**config.mk**
```make
export PLATFORM = sky130hd
export DESIGN_NAME = resp_ring_writer
export DESIGN_NICKNAME = d
export VERILOG_FILES = /design/src/rtl/resp_ring_pkg.sv /design/src/rtl/resp_ring_ptr.sv /design/src/rtl/resp_ring_sts.sv /design/src/rtl/resp_ring_writer.sv
export SDC_FILE = /design/constraint.sdc
export NUM_CORES = 1
export LEC_CHECK = 0
export BUFFER_PORTS_ARGS = -buffer_cell sky130_fd_sc_hd__buf_2
export CAP_MARGIN = 20
export CELL_PAD_IN_SITES_DETAIL_PLACEMENT = 0
export CELL_PAD_IN_SITES_GLOBAL_PLACEMENT = 1
export CORE_ASPECT_RATIO = 1.75
export CORE_MARGIN = 3
export CORE_UTILIZATION = 38
export DETAILED_ROUTE_END_ITERATION = 7
export MAX_ROUTING_LAYER = met4
export PLACE_DENSITY_LB_ADDON = 0.1
export SYNTH_ARGS = -nofsm -noshare
export SYNTH_HDL_FRONTEND = slang
export SYNTH_SLANG_ARGS = --single-unit
```
**constraint.sdc**
```tcl
create_clock -name clk_i -period 2.27 [get_ports clk_i]
set_clock_uncertainty 0.1 [all_clocks]
set_input_delay 0.1135 -clock clk_i [delete_from_list [all_inputs] [get_ports clk_i]]
set_output_delay 0.1135 -clock clk_i [all_outputs]
set_load 0.02 [all_outputs]
```
**src/rtl/resp_ring_pkg.sv**
```systemverilog
package resp_ring_pkg;
  typedef enum logic [1:0] {
    ST_IDLE = 2'd0,
    ST_LO   = 2'd1,
    ST_HI   = 2'd2
  } wr_state_e;

  localparam int unsigned EXT_W = 32;

  // extended dword: address in low nibble, unsolicited flag above it
  function automatic logic [EXT_W-1:0] pack_ext(input logic [3:0] cad, input logic unsol);
    pack_ext = '0;
    pack_ext[3:0] = cad;
    pack_ext[4]   = unsol;
  endfunction
endpackage

```
**src/rtl/resp_ring_ptr.sv**
```systemverilog
module resp_ring_ptr #(
  parameter int unsigned PTR_W = 8
) (
  input  logic             clk_i,
  input  logic             rst_ni,
  input  logic             ptr_rst_i,
  input  logic             step_i,
  input  logic [PTR_W-1:0] thresh_i,
  output logic [PTR_W-1:0] ptr_o,
  output logic [PTR_W-1:0] ptr_nxt_o,
  output logic             hit_o
);
  logic [PTR_W-1:0] ptr_q, cnt_q;
  logic [PTR_W-1:0] cnt_inc;

  assign ptr_nxt_o = ptr_q + 1'b1;
  assign cnt_inc   = cnt_q + 1'b1;
  // threshold 0 wraps naturally to full ring count
  assign hit_o     = step_i && !ptr_rst_i && (cnt_inc == thresh_i);
  assign ptr_o     = ptr_q;

  always_ff @(posedge clk_i or negedge rst_ni) begin
    if (!rst_ni) begin
      ptr_q <= '0;
      cnt_q <= '0;
    end else if (ptr_rst_i) begin
      ptr_q <= '0;
      cnt_q <= '0;
    end else if (step_i) begin
      ptr_q <= ptr_nxt_o;
      cnt_q <= hit_o ? '0 : cnt_inc;
    end
  end
endmodule

```
**src/rtl/resp_ring_sts.sv**
```systemverilog
module resp_ring_sts (
  input  logic clk_i,
  input  logic rst_ni,
  input  logic set_i,
  input  logic clr_i,
  input  logic irq_en_i,
  output logic sts_o,
  output logic irq_o
);
  logic sts_q;

  always_ff @(posedge clk_i or negedge rst_ni) begin
    if (!rst_ni)     sts_q <= 1'b0;
    else if (set_i)  sts_q <= 1'b1;
    else if (clr_i)  sts_q <= 1'b0;
  end

  assign sts_o = sts_q;
  assign irq_o = sts_q & irq_en_i;
endmodule

```
**src/rtl/resp_ring_writer.sv**
```systemverilog
module resp_ring_writer
  import resp_ring_pkg::*;
#(
  parameter int unsigned PTR_W  = 8,
  parameter int unsigned DATA_W = 32,
  parameter int unsigned CAD_W  = 4,
  localparam int unsigned ADDR_W = PTR_W + 1
) (
  input  logic              clk_i,
  input  logic              rst_ni,
  input  logic              resp_valid_i,
  output logic              resp_ready_o,
  input  logic [DATA_W-1:0] resp_data_i,
  input  logic [CAD_W-1:0]  resp_cad_i,
  input  logic              resp_unsol_i,
  output logic              mem_we_o,
  output logic [ADDR_W-1:0] mem_addr_o,
  output logic [DATA_W-1:0] mem_wdata_o,
  input  logic              wr_ptr_rst_i,
  output logic [PTR_W-1:0]  wr_ptr_o,
  input  logic [PTR_W-1:0]  int_cnt_i,
  input  logic              dma_en_i,
  output logic              run_o,
  input  logic              irq_en_i,
  input  logic              sts_clr_i,
  output logic              sts_o,
  output logic              irq_o
);
  wr_state_e         st_q;
  logic [DATA_W-1:0] data_q;
  logic [CAD_W-1:0]  cad_q;
  logic              unsol_q;
  logic              accept, commit, hit;
  logic [PTR_W-1:0]  ptr_nxt;
  logic [3:0]        cad_n;

  assign resp_ready_o = dma_en_i && (st_q == ST_IDLE);
  assign accept       = resp_valid_i && resp_ready_o;
  assign commit       = (st_q == ST_HI);
  assign run_o        = dma_en_i || (st_q != ST_IDLE);

  always_ff @(posedge clk_i or negedge rst_ni) begin
    if (!rst_ni) begin
      st_q    <= ST_IDLE;
      data_q  <= '0;
      cad_q   <= '0;
      unsol_q <= 1'b0;
    end else begin
      unique case (st_q)
        ST_IDLE: if (accept) begin
          st_q    <= ST_LO;
          data_q  <= resp_data_i;
          cad_q   <= resp_cad_i;
          unsol_q <= resp_unsol_i;
        end
        ST_LO:   st_q <= ST_HI;
        default: st_q <= ST_IDLE;
      endcase
    end
  end

  generate
    if (CAD_W >= 4) begin : g_cad_trunc
      assign cad_n = cad_q[3:0];
    end else begin : g_cad_pad
      assign cad_n = {{(4-CAD_W){1'b0}}, cad_q};
    end
  endgenerate

  always_comb begin
    mem_we_o    = (st_q == ST_LO) || (st_q == ST_HI);
    mem_addr_o  = {ptr_nxt, (st_q == ST_HI)};
    mem_wdata_o = (st_q == ST_HI) ? DATA_W'(pack_ext(cad_n, unsol_q)) : data_q;
  end

  resp_ring_ptr #(.PTR_W(PTR_W)) u_ptr (
    .clk_i     (clk_i),
    .rst_ni    (rst_ni),
    .ptr_rst_i (wr_ptr_rst_i),
    .step_i    (commit),
    .thresh_i  (int_cnt_i),
    .ptr_o     (wr_ptr_o),
    .ptr_nxt_o (ptr_nxt),
    .hit_o     (hit)
  );

  resp_ring_sts u_sts (
    .clk_i    (clk_i),
    .rst_ni   (rst_ni),
    .set_i    (hit),
    .clr_i    (sts_clr_i),
    .irq_en_i (irq_en_i),
    .sts_o    (sts_o),
    .irq_o    (irq_o)
  );
endmodule

```
After elaboration in Yosys (flattened, before gate mapping)
Index checks and enable logic that the tools add are counted.

storage, ports and cells
  flip-flop bits (word level) = 56
  bits in latches = 0
  memory bits (writable) = 0
  bits in read-only memories = 0
  bits of input ports = 52
  output and inout port bits = 54
  logic and storage cells = 36
  memories = 0

operators by class
  add/sub/neg operators = 2
  multipliers = 0
  divide/modulo/power cells = 0
  magnitude comparators = 0
  eq/ne operators = 4
  shift operators = 0
  multiplexer cells = 10
  bitwise gates (word level) = 1
  reductions and logical operators = 12

operators with widths
  operator             count
  $mux 8               5
  $mux 32              1
  $add 8x1->8 const B  2
  $eq 8x8->1           1
  $reduce_bool 2->1    3
  $logic_and 1x1->1    4
  $pmux 2 s2           1
  $eq 2x1->1 const B   1
  $eq 2x2->1 const B   1
  $logic_not 2->1      1
  $logic_or 1x1->1     2
  $mux 1               2
  $mux 2               1
  $ne 2x2->1 const B   1
  $reduce_and 2->1     1
  $and 1x1->1          1
  $logic_not 1->1      1

Longest topological paths before layout
Gate-level depths: netlist of run 1.

  word-level depth = 6
  gate-level depth with buffers = 9
  mapped depth without buffers = 7

Modules after synthesis
From an unflattened synthesis of run 1, not the netlist that was laid out.

unflattened totals
  cells, all modules = 245
  area, all modules = 3,031.7 um2

by module, submodules not included
  module            instances  cells an instance  area each (um2)  seq. area each (um2)
  resp_ring_writer  1          127                1,901.8          975.9
  resp_ring_ptr     1          114                1,087.3          400.4
  resp_ring_sts     1          4                  42.5             25.0

Worst setup path before layout of run 1
OpenSTA, ideal clock, no wires.

  path kind = reg-to-reg
  start = reg st_q[0]
  end = reg data_q[23]
  library setup time = 0.125 ns
  arrival = 1.731 ns
  required time = 2.045 ns
  path slack = 0.314 ns
  stages on the path, launching flop included = 8
  buffers on the path = 2
  clock period less this slack = 1.956 ns
  cells stage by stage = dfrtp_1 > inv_1 > ha_1 > and2_1 > nand2_1 > buf_2 > buf_2 > mux2_2

on the way
  longest elaborated chain between the ends = 4

RTL lines
  item                        RTL line                text
  from (decl)                 resp_ring_writer.sv:29  wr_state_e st_q;
  from (signal assigned)      resp_ring_writer.sv:44  st_q <= ST_IDLE;
  from (signal assigned)      resp_ring_writer.sv:51  st_q <= ST_LO;
  from (signal assigned)      resp_ring_writer.sv:56  ST_LO: st_q <= ST_HI;
  $logic_not 2->1             resp_ring_writer.sv:37  assign resp_ready_o = dma_en_i && (st_q == ST_IDLE);
  $logic_and 1x1->1           resp_ring_writer.sv:37
  named net resp_ready_o      resp_ring_writer.sv:12  output logic resp_ready_o,
  $logic_and 1x1->1           resp_ring_writer.sv:38  assign accept = resp_valid_i && resp_ready_o;
  $reduce_and 2->1 (no line)  n/a
  to (signal assigned)        resp_ring_writer.sv:52  data_q <= resp_data_i;
  to (decl)                   resp_ring_writer.sv:30  logic [DATA_W-1:0] data_q;

The timed path passes the listed nets, and every way through them passes these cells.
A chain may end at the register's enable or synchronous reset.

Worst setup path in the final report of run 1
  start = reg u_ptr.cnt_q[0]
  end = reg u_ptr.cnt_q[7]

on the way
  longest elaborated chain between the ends = 6

RTL lines
  item                    RTL line             text
  from (decl)             resp_ring_ptr.sv:13  logic [PTR_W-1:0] ptr_q, cnt_q;
  from (signal assigned)  resp_ring_ptr.sv:31  cnt_q <= hit_o ? '0 : cnt_inc;
  $add 8x1->8 (*)         resp_ring_ptr.sv:17  assign cnt_inc = cnt_q + 1'b1;
  $eq 8x8->1              resp_ring_ptr.sv:19  assign hit_o = step_i && !ptr_rst_i && (cnt_inc == thresh_i);
  $logic_and 1x1->1       resp_ring_ptr.sv:19
  $mux 8 (*)              resp_ring_ptr.sv:31
  $mux 8 (*)              resp_ring_ptr.sv:29  end else if (step_i) begin
  $mux 8 (*)              resp_ring_ptr.sv:26  end else if (ptr_rst_i) begin

Every way passes the cells marked *; elsewhere a longest branch is shown, timed or not. The select of a mux whose other input is x is not followed.

==> results of run 1 <==
-- layout make-up --
cell class / instances / area share [%]
clock buffers: 5 / 3.08
clock inverters: 3 / 0.555
inverters: 6 / 0.555
multi-input cells: 175 / 34.3
flip-flops and latches: 56 / 34.5
well taps: 86 / 2.65
repair buffers: 149 / 24.3
-- power by group through the flow --
| stage | Combinational [uW] | Clock [uW] | Sequential [uW] |
|---|---|---|---|
| 2_1_floorplan | 1420 | 0 | 1510 |
| 3_3_place_gp | 2040 | 0 | 1530 |
| 3_5_place_dp | 2050 | 0 | 1550 |
| 4_1_cts | 2100 | 814 | 1530 |
| 5_1_grt | 2250 | 854 | 1580 |
| 6_report | 2070 | 775 | 1530 |
-- routing by layer --
layer	vias to the layer above	track usage, %	part of all wire, %
met3	9	3.73	4.8
met2	60	29.3	55
li1	1129	-	-
met5	-	-	0
met1	1124	18.2	38
met4	0	6.00	1.7
-- timing repair --
item                                   in CTS  in global routing
gates resized for setup                     0                  1
endpoints found under the hold margin      66                  0
hold buffers                               38                  0
setup endpoints to repair                   0                  8
-- critical path, stage by stage (launching register included) --
cell and delay [ns]:
dfrtp_1 0.44, ha_2 0.32, xor2_1 0.14, a211oi_1 0.21
nand4_1 0.20, nor3_4 0.39, a211oi_1 0.13
-- flip-flops by register name (all words and copies together) (netlist names) --
register     cells
u_ptr.ptr_o      8
st_q             2
u_sts.sts_o      1
cad_n            4
data_q          32
unsol_q          1
u_ptr.cnt_q      8
-- final timing paths --
path / start / to / slack, ns / cells past startpoint
min in group asynchronous: rst_ni / u_ptr.cnt_q[0]$_DFFE_PN0P_ / 0.31 / 2
worst min register to register: data_q[30]$_DFFE_PN0P_ / data_q[30]$_DFFE_PN0P_ / 0.40 / 1
worst max-delay path: u_ptr.cnt_q[0]$_DFFE_PN0P_ / u_ptr.cnt_q[7]$_DFFE_PN0P_ / 0.20 / 6
worst max register to register: u_ptr.cnt_q[0]$_DFFE_PN0P_ / u_ptr.cnt_q[7]$_DFFE_PN0P_ / 0.20 / 6
max in group asynchronous: rst_ni / u_ptr.ptr_o[1]$_DFFE_PN0P_ / 1.16 / 3
worst min-delay path: sts_clr_i / u_sts.sts_o$_DFFE_PN0P_ / 0.01 / 3
-- cells by family (layout without fill, tap and decap cells) --
family | Yosys count | count (layout) | share of synthesized area, %
xor+xnor | 28 | 28 | 8.75
buf+inv | 23 | 163 | 3.42
fa+ha+maj | 5 | 5 | 2.17
simple gates | 79 | 79 | 15.2
mux | 44 | 44 | 17.1
flops | 56 | 56 | 48.5
compound gates | 19 | 19 | 4.85
-- synthesized netlist by cell type (all sizes together), types with 6 or more instances --
master / n / area share, %
dfrtp: 56 / 49
mux2: 42 / 16
nor2b: 29 / 6.3
xor2: 22 / 6.9
nand2: 17 / 2.2
buf: 10 / 1.7
nor2: 9 / 1.2
a211oi: 7 / 1.8
clkbuf: 7 / 0.91
and3: 6 / 1.3
inv: 6 / 0.78
nand4: 6 / 1.3
xnor2: 6 / 1.8
-- metrics by stage --
stage | setup slack [ns] | cells
after detailed placement | 0.0976 | 434
after floorplan | 0.314 | 254
after global routing | 0.0288 | 480
after global placement | 0.155 | 434
after CTS | 0.0821 | 480
final | 0.200 | 480
==> results_dict.tcl, run 1 <==
set metrics [dict create \
    stdcell_area_sq_mm 0.00406 \
    fp.dieArea_sq_mm 0.00872 \
    final_cell_mix "105 x buf_2, 56 x dfrtp_1, 42 x mux2_2" \
    dr.pass1.iters 4 \
    crit_arrival_ns 2.12 \
    p_per_area_mw_per_mm2 1080 \
    switching_share_pct 37.7 \
    seq_area_frac_synth_pct 48.5 \
    netlist_instances 254 \
    crit_type "reg2reg" \
    crit_fanout 8 \
    gp_congestion 0.847 \
    timing.hold.ws_ns 0.0146 \
    die_h_um 121 \
    die_w_um 71.9 \
    overflow 0 \
    period_minus_slack_ns 2.07 \
    post-dp-hpwl_um 4660 \
    drt-total-wl_um 6690 \
    slew_violations 0 \
    yosysUniqueCellTypes 32 \
    max_clock_freq_ghz 0.483 \
    ys_ff_latch 56 \
    clock_sinks 56 \
    pin_count 106 \
    dpl_cell_area_sq_mm 0.00353 \
    p_leak_uw 0.00199 \
    cts_tree "yes" \
    drive_above_1_share_pct 42.1 \
    power_frac_comb_pct 47.4 \
    diodes 0 \
    grt_use_total_pct 16.7 \
    clkTransAtPathRegs_ns 0.07 \
    antenna_left 0 \
    peakVddDrop_mv 0.848 \
    clk-insertion-delay-late_ns 0.29 \
    synth-main-ff-cell "dfrtp_1" \
    timing.slew.headroom_pct 52.3 \
    fillers 676 \
    cts_htree_levels 2 \
    hold_viol_final 0 \
    maxCapViolCount 0 \
    p_int_uw 2720 \
    fin_util_pct 55.7 \
    grt_pass1_wl_um 11200 \
    viasPerCell 4.84 \
    portBuffers 105 \
    switching_power_uw 1650 \
    critical_path.endpoint_type "flip-flop" \
    numCtsBuffers 5 \
    synthArstFlopShare_pct 100 \
    grt_pass1_vias 2458 \
    total_power_uw 4370 \
    register_area_sq_mm 0.00140 \
    yosysWarningCount 0 \
    rsz0062_at_grt "false" \
    fin_nets 450 \
    clock_path_buffers 2 \
    grt_max_degree 43 \
    netlist_area_sq_mm 0.00289 \
    wire_per_inst_um 13.9 \
    power.share.clock_pct 17.7 \
    postCtsSetupBuffers 0 \
    dr.first_iter.drc_count 70 \
    seqPwrFrac_pct 34.9 \
    post-route-period-util_pct 91.2 \
    critPathRequiredTime_ns 2.32 \
    hold_class "in2reg" \
    vias 2322 \
    core-area_sq_mm 0.00728 \
    tns_ns 0 \
    row_count 41 \
    synth_edf_count 0 \
    multi_input_area_sq_mm 0.00139 \
    area_growth_pct 40.6 \
    layout.cells.most_common "buf_2" \
    start_kind "flip-flop" \
    worst_slew_pin_slew_ns 0.716 \
    finalSetupViolations 0 \
    antenna_found_initial 0 \
    start_util_pct 39.6 \
    syn_nets 311 \
    syn_avg_cell_area_sq_um 11.4 \
    clock-root-buffer "clkbuf_16" \
    drcViolationCount 0 \
    status "finished clean" \
]
No activity file was read; power rests on OpenSTA's default activity.
==> inputs of run 2 (changes only) <==
ABC_AREA = 1   (was unset)
CORE_UTILIZATION = 35   (was 38)
==> run 2 against run 1 <==
The flow now finishes with violations (hold timing). First-iteration DRC count up 80%. Final area is 2.3% higher. Critical path depth unchanged. Largest cell class unchanged.
==> results_dict.tcl, run 2 <==
set metrics [dict create \
    worst_slew_pin_slew_ns 0.724 \
    critical_path.endpoint_type "flip-flop" \
    synth_area_leaders "dfrtp_1 47%, nand2_1 11%, nor2_1 8.7%, inv_1 8.1%, a21oi_1 5.4%" \
    numCtsBuffers 5 \
    gp_congestion 0.843 \
    p_leak_uw 0.00230 \
    timing.hold.ws_ns -0.00321 \
    violations "hold timing" \
    hp-start "resp_data_i[24]" \
    regToRegStartpoint "st_q[0]$_DFFE_PN0P_" \
    dr.pass1.iters 4 \
    fin_nets 589 \
    crit_type "reg2reg" \
    clock_path_buffers 2 \
    layout.cells.most_common "buf_2" \
    antenna_left 0 \
    drcViolationCount 0 \
    drive_above_1_share_pct 26.1 \
    grt_pass1_vias 2873 \
    wl_met2_um 4200 \
    finalSetupViolations 0 \
    grt_pass1_wl_um 12700 \
    place_ws_ns 0.233 \
    crit_arrival_ns 2.11 \
    overflow 0 \
    hold_end "data_q[24]$_DFFE_PN0P_" \
    worstReg2RegEnd "u_ptr.ptr_o[3]$_DFFE_PN0P_" \
    register_area_sq_mm 0.00140 \
    netlist_area_sq_mm 0.00297 \
    critPathRequiredTime_ns 2.38 \
    peakVddDrop_mv 0.730 \
    whs_path_depth 3 \
    cts_htree_levels 2 \
    crit_buf_inv 3 \
    start_util_pct 36.8 \
    crit_fanout 11 \
    clk-insertion-delay-late_ns 0.29 \
    yosysTopAreaCellShare_pct 47.2 \
    tns_ns 0 \
    die_w_um 75.7 \
    clkTransAtPathRegs_ns 0.07 \
    yosysUniqueCellTypes 29 \
    grt_max_degree 57 \
    ys_top_cells_by_count "87 x nand2_1, 69 x nor2_1, 64 x inv_1, 56 x dfrtp_1, 32 x a21oi_1" \
    grt_use_total_pct 17.4 \
    syn_avg_cell_area_sq_um 7.56 \
    syn_nets 450 \
    largest_reg_flops 32 \
    synthArstFlopShare_pct 100 \
    max_clock_freq_ghz 0.500 \
    synth-main-ff-cell "dfrtp_1" \
    dr_wl_met3_um 301 \
    cts_tree "yes" \
    fp.dieArea_sq_mm 0.00968 \
    maxCapViolCount 0 \
    status "finished, violations left" \
    clock_sinks 56 \
    p_per_area_mw_per_mm2 1170 \
    final_cell_mix "105 x buf_2, 86 x nand2_1, 69 x nor2_1" \
    wire_per_inst_um 12.3 \
    fin_util_pct 51.5 \
    rsz0062_at_grt "false" \
    period_minus_slack_ns 2.00 \
    dr.first_iter.drc_count 126 \
    drt-total-wl_um 7650 \
    ff2ff_path_depth 6 \
    start_kind "flip-flop" \
    pin_count 106 \
    netlist_instances 393 \
    multi_input_area_sq_mm 0.00125 \
    highest_layer "met4" \
    row_count 43 \
    crit_path_cell_trace "inv_1 -> ha_1 -> buf_4 -> nor2_1 -> inv_1 -> o22ai_1" \
    postCtsSetupBuffers 0 \
    critical_path.most_common_cell "inv_1" \
    critPathSlowestCell "nor2_1" \
    rrSetupSlack_ns 0.27 \
    clock-root-buffer "clkbuf_16" \
    hold_class "in2reg" \
    post-route-period-util_pct 88.1 \
    holdBufCountCts 38 \
    synth.most_common_cell "nand2_1" \
    yosysWarningCount 0 \
    vias 2871 \
    yosysTopAreaCell "dfrtp_1" \
    max_stage_delay_ns 0.52 \
    setup_ws_ns 0.270 \
    synth_edf_count 0 \
    core-area_sq_mm 0.00807 \
    area_growth_pct 39.7 \
    cts_resized 0 \
    die_h_um 128 \
    viasPerCell 4.60 \
    ys_ff_latch 56 \
    portBuffers 105 \
    slew_violations 0 \
    timing.slew.headroom_pct 51.8 \
    regMostFlops "data_q" \
    cp_top_family "simple AND/OR/NAND/NOR gates" \
    antenna_found_initial 0 \
    fillers 809 \
    seq_area_frac_synth_pct 47.2 \
    post-dp-hpwl_um 5620 \
    hold_viol_final 1 \
    wirelength_met1_um 2950 \
]
## run 2: worst min-delay path: stages
cell     delay (ns)
buf_2          0.08
nor2_1         0.04
a21oi_1        0.11
## run 2: worst max-delay path by stage
stage               depth (start not counted)                         end                        from
floorplan                                   7               mem_addr_o[8]  u_ptr.ptr_o[0]$_DFFE_PN0P_
global placement                            6  u_ptr.ptr_o[5]$_DFFE_PN0P_         st_q[0]$_DFFE_PN0P_
detailed placement                          6  u_ptr.ptr_o[7]$_DFFE_PN0P_         st_q[0]$_DFFE_PN0P_
CTS                                         6  u_ptr.ptr_o[3]$_DFFE_PN0P_         st_q[0]$_DFFE_PN0P_
global route                                6  u_ptr.ptr_o[3]$_DFFE_PN0P_         st_q[0]$_DFFE_PN0P_
finish                                      6  u_ptr.ptr_o[3]$_DFFE_PN0P_         st_q[0]$_DFFE_PN0P_
## run 2: metrics by stage
step,power (uW),hold WS [ns],area [sq um],cells
global route,5260,0.0373,4150,623
global placement,3940,0.216,3590,577
detailed placement,3960,0.215,3590,577
finish,4860,-0.00321,4150,624
floorplan,3160,-0.282,2970,393
CTS,4950,0.000881,4150,623
## run 2: power breakdown
group          total [uW]  leakage [uW]  internal, uW  switching, uW
sequential           1510      0.000671          1370            135
combinational        2440       0.00153           848           1590
clock                 915     0.0000901           581            334
total                4860       0.00230          2800           2060
## run 2: metal layers
metal / up-vias / GRT usage (%)
li1: 1478 / -
met1: 1297 / 17.9
met2: 80 / 31.7
met3: 16 / 2.90
met4: 0 / 6.39
met5: - / -
## run 2: logic make-up after synthesis
logic type	count (synthesis)	synth area share, %
AOI/OAI and AO/OA	44	7.62
xor gates and xnor gates	5	1.47
adders and majority gates	5	2.11
buffers and inverters	81	10.7
DFF	56	47.2
muxes	10	3.79
and+or+nand+nor	192	27.1
## run 2: area by class of cell
| cell class | instances | share of cell area [%] |
|---|---|---|
| flip-flops and latches | 56 | 33.7 |
| diodes | 1 | 0.0603 |
| multi-input cells | 256 | 30.2 |
| well taps | 90 | 2.71 |
| repair buffers | 148 | 23.0 |
| inverters | 65 | 5.88 |
| clock inverters | 1 | 0.723 |
| clock buffers | 7 | 3.68 |
